<file path="src/rtl/scr_pkg.sv">
package scr_pkg;

    typedef enum logic [1:0] {
        ST_IDLE = 2'd0,
        ST_DEB  = 2'd1,
        ST_RECV = 2'd2
    } scr_state_e;

endpackage

</file>
<file path="src/rtl/scr_sync.sv">
module scr_sync #(
    parameter int         WIDTH   = 2,
    parameter int         STAGES  = 2,
    parameter logic [WIDTH-1:0] RST_VAL = '0
) (
    input  logic             clk,
    input  logic             rst_n,
    input  logic [WIDTH-1:0] async_i,
    output logic [WIDTH-1:0] sync_o
);

    logic [STAGES-1:0][WIDTH-1:0] chain_d, chain_q;

    always_comb begin
        chain_d[0] = async_i;
        for (int i = 1; i < STAGES; i++) begin
            chain_d[i] = chain_q[i-1];
        end
    end

    always_ff @(posedge clk) begin
        if (!rst_n) begin
            for (int i = 0; i < STAGES; i++) begin
                chain_q[i] <= RST_VAL;
            end
        end else begin
            chain_q <= chain_d;
        end
    end

    assign sync_o = chain_q[STAGES-1];

endmodule

</file>
<file path="src/rtl/scr_edge.sv">
module scr_edge (
    input  logic clk,
    input  logic rst_n,
    input  logic data_s,
    input  logic sclk_s,
    input  logic play_s,
    output logic data_fall,
    output logic sclk_rise,
    output logic play_fall
);

    typedef struct packed {
        logic data;
        logic sclk;
        logic play;
    } prev_t;

    prev_t prev_d, prev_q;

    always_comb begin
        prev_d.data = data_s;
        prev_d.sclk = sclk_s;
        prev_d.play = play_s;
    end

    always_ff @(posedge clk) begin
        if (!rst_n) begin
            prev_q.data <= 1'b1;
            prev_q.sclk <= 1'b0;
            prev_q.play <= 1'b0;
        end else begin
            prev_q <= prev_d;
        end
    end

    assign data_fall = prev_q.data & ~data_s;
    assign sclk_rise = ~prev_q.sclk & sclk_s;
    assign play_fall = prev_q.play & ~play_s;

endmodule

</file>
<file path="src/rtl/scr_frame.sv">
module scr_frame
    import scr_pkg::*;
#(
    parameter int NBITS      = 8,
    parameter int DEB_CYCLES = 8000
) (
    input  logic             clk,
    input  logic             rst_n,
    input  logic             data_lvl,
    input  logic             data_fall,
    input  logic             sclk_rise,
    input  logic             play_fall,
    output logic             halt_o,
    output logic             vec_valid_o,
    output logic [NBITS-1:0] vec_o,
    output logic             busy_o
);

    localparam int DW = $clog2(DEB_CYCLES + 1);
    localparam int BW = $clog2(NBITS + 1);
    localparam logic [DW-1:0] DEB_LAST = DW'(DEB_CYCLES - 1);
    localparam logic [BW-1:0] BIT_FULL = BW'(NBITS);

    typedef struct packed {
        scr_state_e       st;
        logic [DW-1:0]    deb;
        logic [BW-1:0]    bits;
        logic [NBITS-1:0] shreg;
        logic [NBITS-1:0] vec;
        logic             valid;
        logic             halt;
        logic             busy;
    } frame_t;

    frame_t fr_d, fr_q;

    always_comb begin
        fr_d       = fr_q;
        fr_d.valid = 1'b0;
        fr_d.halt  = 1'b0;
        if (play_fall) begin
            fr_d.busy = 1'b0;
        end
        unique case (fr_q.st)
            ST_IDLE: begin
                if (data_fall) begin
                    fr_d.halt = 1'b1;
                    fr_d.busy = 1'b0;
                    fr_d.deb  = '0;
                    fr_d.st   = ST_DEB;
                end
            end
            ST_DEB: begin
                if (data_lvl) begin
                    fr_d.st = ST_IDLE;
                end else if (fr_q.deb == DEB_LAST) begin
                    fr_d.bits  = '0;
                    fr_d.shreg = '0;
                    fr_d.st    = ST_RECV;
                end else begin
                    fr_d.deb = fr_q.deb + 1'b1;
                end
            end
            ST_RECV: begin
                if (fr_q.bits == BIT_FULL) begin
                    if (data_lvl) begin
                        fr_d.vec   = fr_q.shreg;
                        fr_d.valid = 1'b1;
                        fr_d.busy  = 1'b1;
                        fr_d.st    = ST_IDLE;
                    end
                end else if (sclk_rise) begin
                    fr_d.shreg = {data_lvl, fr_q.shreg[NBITS-1:1]};
                    fr_d.bits  = fr_q.bits + 1'b1;
                end
            end
            default: fr_d.st = ST_IDLE;
        endcase
    end

    always_ff @(posedge clk) begin
        if (!rst_n) begin
            fr_q.st    <= ST_IDLE;
            fr_q.deb   <= '0;
            fr_q.bits  <= '0;
            fr_q.shreg <= '0;
            fr_q.vec   <= '0;
            fr_q.valid <= 1'b0;
            fr_q.halt  <= 1'b0;
            fr_q.busy  <= 1'b0;
        end else begin
            fr_q <= fr_d;
        end
    end

    assign halt_o      = fr_q.halt;
    assign vec_valid_o = fr_q.valid;
    assign vec_o       = fr_q.vec;
    assign busy_o      = fr_q.busy;

endmodule

</file>
<file path="src/rtl/serial_cmd_rx.sv">
module serial_cmd_rx #(
    parameter int NBITS       = 8,
    parameter int DEB_CYCLES  = 8000,
    parameter int SYNC_STAGES = 2
) (
    input  logic             clk,
    input  logic             rst_n,
    input  logic             data_in,
    input  logic             sclk_in,
    input  logic             playing_i,
    output logic             halt_o,
    output logic             vec_valid_o,
    output logic [NBITS-1:0] vec_o,
    output logic             busy_o
);

    logic [1:0] pins_s;
    logic       data_fall, sclk_rise, play_fall;

    scr_sync #(
        .WIDTH   (2),
        .STAGES  (SYNC_STAGES),
        .RST_VAL (2'b01)
    ) u_sync (
        .clk     (clk),
        .rst_n   (rst_n),
        .async_i ({sclk_in, data_in}),
        .sync_o  (pins_s)
    );

    scr_edge u_edge (
        .clk       (clk),
        .rst_n     (rst_n),
        .data_s    (pins_s[0]),
        .sclk_s    (pins_s[1]),
        .play_s    (playing_i),
        .data_fall (data_fall),
        .sclk_rise (sclk_rise),
        .play_fall (play_fall)
    );

    scr_frame #(
        .NBITS      (NBITS),
        .DEB_CYCLES (DEB_CYCLES)
    ) u_frame (
        .clk         (clk),
        .rst_n       (rst_n),
        .data_lvl    (pins_s[0]),
        .data_fall   (data_fall),
        .sclk_rise   (sclk_rise),
        .play_fall   (play_fall),
        .halt_o      (halt_o),
        .vec_valid_o (vec_valid_o),
        .vec_o       (vec_o),
        .busy_o      (busy_o)
    );

endmodule

</file>
<file path="config.mk">
export PLATFORM = sky130hd
export DESIGN_NAME = serial_cmd_rx
export DESIGN_NICKNAME = d
export VERILOG_FILES = /design/src/rtl/scr_pkg.sv /design/src/rtl/scr_sync.sv /design/src/rtl/scr_edge.sv /design/src/rtl/scr_frame.sv /design/src/rtl/serial_cmd_rx.sv
export SDC_FILE = /design/constraint.sdc
export NUM_CORES = 1
export LEC_CHECK = 0
export BUFFER_PORTS_ARGS = -buffer_cell sky130_fd_sc_hd__clkbuf_2
export CAP_MARGIN = 15
export CORE_ASPECT_RATIO = 0.7
export CORE_MARGIN = 2
export CORE_UTILIZATION = 40
export CTS_CLUSTER_DIAMETER = 50
export DETAILED_ROUTE_END_ITERATION = 10
export PLACE_DENSITY = 0.6
export RECOVER_POWER = 50
export SLEW_MARGIN = 10
export SYNTH_ARGS = -nofsm -noshare
export SYNTH_HDL_FRONTEND = slang
export SYNTH_SLANG_ARGS = --single-unit
</file>
<file path="constraint.sdc">
create_clock -name clk -period 2.2 [get_ports clk]
set_input_delay 0.33 -clock clk [delete_from_list [all_inputs] [get_ports clk]]
set_output_delay 0.33 -clock clk [all_outputs]
set_load 0.01 [all_outputs]
</file>
-- Yosys cells after proc, flatten, opt, wreduce, memory -nomap -nowiden
Cells that the tools add are included.
- add/subtract/negate cells: 2
- eq/ne operators: 13
- muxes and demuxes: 19
- bitwise gates (word level): 6
- reduce and logical (&&, ||, !) cells: 9
- operators with widths (operator ; count):
    $mux W12 ; 3
    $pmux W13 S2 ; 1
    $mux W25 ; 1
    $pmux W12 S2 ; 1
    $mux W15 ; 1
    $add A13 B1 Y13 const B ; 1
    $eq A13 B13 Y1 const B ; 1
    $mux W13 ; 1
    $ne A2 B2 Y1 const B ; 6
    $mux W2 ; 5
    $reduce_and A4 Y1 ; 2
    $pmux W2 S3 ; 1
    $reduce_and A3 Y1 ; 2
    $reduce_and A5 Y1 ; 1
    $add A4 B1 Y4 const B ; 1
    $eq A4 B4 Y1 const B ; 1
    $mux W1 ; 4
    $ne A2 B1 Y1 const B ; 2
    $reduce_bool A2 Y1 ; 2
    $and A1 B1 Y1 ; 3
    $ne A3 B2 Y1 const B ; 1
    $not A1 Y1 ; 3
    $eq A2 B1 Y1 const B ; 1
    $eq A2 B2 Y1 const B ; 1
    other kinds (3) ; 3
- register bits after elaboration: 45
- input port bits: 5
- output and inout port bits: 11
- logic and storage cells: 62

-- Logic depth before layout (Yosys ltp)
Gate-level depths: netlist of run 1.
- word-level depth: 6
- gate-level depth with buffers: 7
- mapped depth without buffers: 6

-- By module
From an unflattened synthesis of run 1, not the netlist that was laid out.
- cells, all modules: 231
- area total of the unflattened synthesis: 2110.8 sq um
- modules (own cells, without submodules) (module ; instances ; cells each ; area each (sq um) ; seq. area each (sq um)):
    scr_frame ; 1 ; 214 ; 1908.1 ; 760.7
    scr_sync ; 1 ; 8 ; 105.1 ; 80.1
    scr_edge ; 1 ; 9 ; 97.6 ; 60.1

-- Worst setup path after synthesis of run 1
OpenSTA, ideal clock, no wires.
- path kind: reg-to-reg
- start point: register u_frame.fr_q[23] (netlist bit)
- end point: register u_frame.fr_q[33] (netlist bit)
- library setup time: 0.116 ns
- arrival: 1.620 ns
- required time: 2.084 ns
- setup slack: 0.464 ns
- stages on the path, launching flop included: 8
- buffers on the path: 2
- period minus slack after synthesis: 1.736 ns
- cell sequence: dfxtp_1 -> ha_1 -> and4b_1 -> and4_4 -> buf_6 -> or2_1 -> buf_2 -> a31o_2
- cells in the longest elaborated chain, start to end: 4
- elaborated cells between the ends (all ways): 7
- classes of those cells: add/sub: 1; eq/ne: 2; mux: 3; reduce/logical: 1
- RTL lines (what ; RTL line ; text):
    start, declared ; scr_frame.sv:35 ; frame_t fr_d, fr_q;
    start signal, assigned ; scr_frame.sv:92 ; fr_q <= fr_d;
    $add A13 B1 Y13 ; scr_frame.sv:61 ; fr_d.deb = fr_q.deb + 1'b1;
    $mux W13 ; scr_frame.sv:56 ; end else if (fr_q.deb == DEB_LAST) begin
    $mux W25 ; scr_frame.sv:54 ; if (data_lvl) begin
    $pmux W13 S2 ; scr_frame.sv:44 ; unique case (fr_q.st)
Parallel ways exist; a longest one is shown, timed or not. The select of a mux whose other input is x is not followed.
A chain may end at the register's enable or synchronous reset.

-- Worst setup path in the final report of run 1
- start point: register u_frame.fr_q[27] (netlist bit)
- end point: register u_frame.fr_q[27] (netlist bit)
The elaborated chain is that of the path after synthesis.

==> results of run 1 <==
registers in the layout, summed over array words and instances, names as in the netlist:
signal and count:
u_frame.halt_o 1, u_frame.fr_q 27, u_edge.prev_q 3, u_sync.chain_d 2, u_frame.vec_o 8, u_frame.vec_valid_o 1, u_sync.sync_o 2, u_frame.busy_o 1
layout make-up:
type	count	area, um^2
repair buffers	24	120
well taps	72	90.1
flip-flops and latches	45	901
clock inverters	3	65.1
clock buffers	5	68.8
fillers	515	2870
multi-input cells	164	1070
inverters	5	18.8
worst paths after layout:
| check | endpoint | startpoint | cells past startpoint | slack (ps) |
|---|---|---|---|---|
| setup / recovery | u_frame.fr_q[27]$_SDFFE_PN0P_ | u_frame.fr_q[27]$_SDFFE_PN0P_ | 4 | 420 |
| setup reg to reg | u_frame.fr_q[27]$_SDFFE_PN0P_ | u_frame.fr_q[27]$_SDFFE_PN0P_ | 4 | 420 |
| hold reg to reg | u_sync.sync_o[0]$_SDFF_PN1_ | u_sync.chain_d[2]$_SDFF_PN1_ | 1 | 420 |
| hold / removal | u_sync.chain_d[2]$_SDFF_PN1_ | data_in | 2 | 210 |
stage by stage:
step,power [mW],instances,worst slack [ps]
6_report,1.60,318,419
3_3_place_gp,0.892,310,451
3_5_place_dp,0.891,310,421
5_1_grt,1.66,318,279
4_1_cts,1.62,318,421
2_1_floorplan,0.873,238,464
layer usage:
metal	routed length, um	vias to the layer above	track usage, %
met1	2400	777	24.7
met4	48	0	4.55
li1	-	870	-
met2	1690	49	20.9
met5	0	-	0
met3	252	6	4.36
worst max-delay path, cell delays in order, from the launching register on:
cell and delay, ps:
dfxtp_1 450, and3_1 330, and4_4 430, or2_1 290, o221a_2 220
kinds of logic after synthesis:
family | share of synthesized area (%)
adders and majority gates | 1.76
AOI/OAI and AO/OA | 16.3
DFF | 42.2
and+or+nand+nor | 23.5
buffers and inverters | 7.73
muxes | 8.55
power groups by stage:
stage | sequential (mW) | combinational [mW] | clock, mW
detailed placement | 0.845 | 0.0464 | 0
global route | 0.827 | 0.0499 | 0.786
CTS | 0.825 | 0.0467 | 0.747
global placement | 0.845 | 0.0470 | 0
finish | 0.825 | 0.0444 | 0.733
floorplan | 0.842 | 0.0308 | 0
synth_stat cells, types with 5 or more instances:
cell / count
nor2_1: 15
a21oi_1: 9
nand3_1: 8
nand2_1: 26
nor3_1: 6
buf_4: 8
inv_1: 5
mux2i_1: 16
dfxtp_1: 45
o21ai_0: 7
clkbuf_1: 9
nand2b_1: 9
layout by cell type (no fill, tap or decap), types with 5 or more instances in the layout:
cell type   n
nand3_1     8
dfxtp_1    45
buf_4       7
clkbuf_8    5
mux2i_1    16
o21ai_0     7
nor2_1     15
nand2_1    26
nor3_1      6
clkbuf_1   14
inv_1       5
nand2b_1    9
a21oi_1     9
==> impl_metrics.yaml, run 1 <==
global_routing:
  grt_usage_pct: 15.9
  overflow: 0
  grt_pass1_vias: 1529
  grt_pass1_wl_mm: 7.56
  grt_max_degree: 26
  antenna_found_initial: 0
die:
  die_h_um: 65.2
  die_area_um2: 5950
  fp-row-count: 22
  start_util_pct: 41.1
  io_pins: 16
  core_area_um2: 5200
  die_x_um: 91.4
sta:
  max_freq_mhz: 562
  max_slew_margin_pct: 48.8
  rsz0062_at_grt: "false"
  finClkSkew_ps: 8.22
  report.final.slew_viol_count: 0
  post-route-min-period_ps: 1780
  max_slew.worst_pin.slew_ps: 763
  finalSetupTns_ps: 0
  setup_viol: 0
  fin_crit_sh_pct: 80.9
  whs_ps: 211
  finalHoldViolCount: 0
route:
  viasPerCell: 5.35
  antenna_left: 0
  firstDrtPassIters: 4
  wl_per_cell_um: 13.8
  wirelength_mm: 4.39
  drc: 0
  dr.first_iter.drc_count: 158
  vias: 1702
clock_tree:
  worst_skew_pair.late_latency_ps: 300
  cts_resized: 0
  clockRootBuffer: "clkbuf_8"
  ctsHoldBuffers: 0
  cts-htree-levels: 2
  cts_buffers: 5
  clk_pin_slew_ps: 80
  cts_setup_buffers: 0
  clock-sinks: 45
  clockBufferDepth: 2
  cts_tree: "built"
synth:
  ys_ff_latch: 45
  ys_types: 51
  ys.flop_type: "dfxtp_1"
  syn_area_um2: 2140
  ys_warn_count: 0
  ys_async_sr_fraction_pct: 0
  synth.yosys.seq_area_share_pct: 42.2
  yosysTopAreaCellShare_pct: 42.2
  synth-edff-count: 0
  yosysTopAreaCell: "dfxtp_1"
  syn_inst: 238
  synth_area_leaders: "dfxtp_1, mux2i_1, nand2_1"
  synth_fp_nets: 246
  avgSynthCellArea_um2: 8.98
power:
  ir_drop_mv: 0.249
  power_density_nw_per_um2: 686
  power_frac_seq_pct: 51.5
  switchingPower_uw: 318
  p_leak_nw: 0.878
  combinationalPowerShare_pct: 2.8
  swShare_pct: 19.8
  pwr-share-clk_pct: 45.7
  p_int_mw: 1.29
placed_design:
  place_area_um2: 2220
  port_buffers: 15
  gp_routability_congestion: 0.834
  hpwl_mm: 3.06
cells_and_area:
  stdcell_area_um2: 2330
  syn_to_final_growth_pct: 9.25
  fin_nets: 253
  final_core_util_pct: 44.9
  drive_above_1_share_pct: 11.4
  diodes: 0
worst_setup_path:
  cp.arrival_ps: 2020
  start_kind: "flop"
  path_max_fanout: 25
  critPathKind: "reg -> reg"
  crit_path_end_kind: "flop"
  crit_required_ps: 2440
hold_path:
  hp-class: "in -> reg"
run_status:
  status: "complete, no violations"
job:
  cap_viol_max_count: 0
Note: power is estimated with default switching activity, not from simulation.
==> run 2, diff against run 1 <==
- PLACE_DENSITY: 0.6 -> 0.62
- clock period: 2.2 -> 1.48 ns (I/O delays scaled with it)
==> run 2 against run 1 <==
  * The run now ends with setup timing left
  * Clock-buffer cell count unchanged
  * Sequential cell count unchanged
  * Die area unchanged
  * Clock power up 34%
  * Clock skew down 2.8 ps
  * Critical endpoint is now u_frame.fr_q[23]$_SDFFE_PN0P_
  * Largest power group unchanged
  * Highest routed layer unchanged
==> impl_metrics.yaml, run 2 (same netlist as run 1, synthesis figures left out) <==
worst_setup_path:
  crit_path_end_kind: "flop"
  crit_slowest_cell: "or3_4"
  cp.arrival_ps: 1860
  critPathKind: "reg -> reg"
  start_kind: "flop"
  crit_required_ps: 1720
  path_cells: "ha_4, and4b_1, and4_4, buf_6, or3_4, a21oi_2"
  cp_slowest_stage_delay_ps: 370
  path_max_fanout: 10
sta:
  report.final.slew_viol_count: 0
  worst_slack_ps: -142
  max_slew_margin_pct: 64.1
  fin_crit_sh_pct: 110
  finClkSkew_ps: 5.38
  max_freq_mhz: 616
  finalSetupTns_ps: -2390
  setup_viol: 27
  post-route-min-period_ps: 1620
  finalHoldViolCount: 0
  max_slew.worst_pin.slew_ps: 538
  rsz0062_at_grt: "true"
placed_design:
  port_buffers: 15
  placedCellCount: 352
  gp_routability_congestion: 0.842
  hpwl_mm: 3.61
route:
  vias: 2046
  firstDrtPassIters: 5
  drc: 0
  viasPerCell: 5.51
  antenna_left: 0
  dr.first_iter.drc_count: 190
  wl_per_cell_um: 15.8
  wirelength_mm: 5.88
clock_tree:
  clockRootBuffer: "clkbuf_8"
  cts_buffers: 5
  cts-htree-levels: 2
  clk_pin_slew_ps: 90
  cts_tree: "built"
  clockBufferDepth: 2
  clock-sinks: 45
  worst_skew_pair.late_latency_ps: 300
global_routing:
  grt_pass1_vias: 1842
  grt_max_degree: 17
  grt_usage_pct: 19.4
  overflow: 0
  grt_pass1_wl_mm: 9.07
  antenna_found_initial: 0
die:
  die_x_um: 91.4
  io_pins: 16
  die_area_um2: 5950
  fp-row-count: 22
  die_h_um: 65.2
  core_area_um2: 5200
  start_util_pct: 41.1
power:
  p_leak_nw: 1.24
  total_power_mw: 2.31
  power_density_nw_per_um2: 758
  ir_drop_mv: 0.601
run_status:
  status: "finished with violations"
  failed_checks: "setup timing"
hold_path:
  hp-class: "in -> reg"
job:
  cap_viol_max_count: 0
cells_and_area:
  drive_above_1_share_pct: 46.2
  syn_to_final_growth_pct: 42.7
  fin_nets: 306
  largest_register_ffs: 27
  layout_commonest_cell: "buf_4"
  fin_cells: 371
  diodes: 0
  top_register: "u_frame.fr_q"
  final_cell_mix: "buf_4, dfxtp_1, nand2_1"
  n_fill_cell: 441
-- run 2: cell type report --
class / count / area, um^2 / share of cell area (%)
Timing Repair Buffer: 76 / 566 / 18.5
Multi-Input combinational cell: 165 / 1340 / 43.8
Clock buffer: 5 / 68.8 / 2.26
Tap cell: 72 / 90.1 / 2.95
Clock inverter: 3 / 50.0 / 1.64
Sequential cell: 45 / 920 / 30.1
Inverter: 5 / 18.8 / 0.615
-- run 2: per-stage QoR --
stage	instance area [um^2]	setup WS, ps	util [%]	hold slack, ps
CTS	2830	-99.7	54.3	87.7
global route	3050	-192	58.6	103
detailed placement	2570	-232	49.4	403
finish	3050	-142	58.6	92.3
floorplan	2150	-144	-	323
global placement	2570	-225	49.4	396
-- run 2: worst max-delay path: cells and delay by family, from the launching register on --
| family | cells | cell delay [ps] |
|---|---|---|
| fa+ha+maj | 1 | 160 |
| compound gates | 1 | 110 |
| buf+inv | 1 | 140 |
| simple gates | 3 | 800 |
| flops | 1 | 350 |
-- run 2: routing by layer --
layer  vias up  GRT usage [%]  share of wire [%]
li1        971              -                  -
met1       973           27.1                 47
met2        87           29.4                 44
met3        15           4.70                6.7
met4         0           7.01                1.7
met5         -              0                  0
-- run 2: final timing paths --
path,start,endpoint,slack (ps),cells past startpoint
max,u_frame.fr_q[23]$_SDFFE_PN0P_,u_frame.fr_q[23]$_SDFFE_PN0P_,-140,6
min reg2reg,u_sync.chain_d[2]$_SDFF_PN1_,u_sync.sync_o[0]$_SDFF_PN1_,420,1
max reg2reg,u_frame.fr_q[23]$_SDFFE_PN0P_,u_frame.fr_q[23]$_SDFFE_PN0P_,-140,6
min,data_in,u_sync.chain_d[2]$_SDFF_PN1_,90,2
-- run 2: what timing repair did --
item	4_1_cts	5_1_grt
setup endpoints to repair	26	36
endpoints found under the hold margin	0	0
hold buffers	0	0
cloned	1	0
pin swaps	4	11
setup buffers	3	12
gates resized for setup	23	43
-- run 2: report_power, final --
group / switching [mW] / internal (mW)
Sequential: 0.00733 / 1.22
Combinational: 0.0619 / 0.0450
Clock: 0.462 / 0.518
Total: 0.531 / 1.78
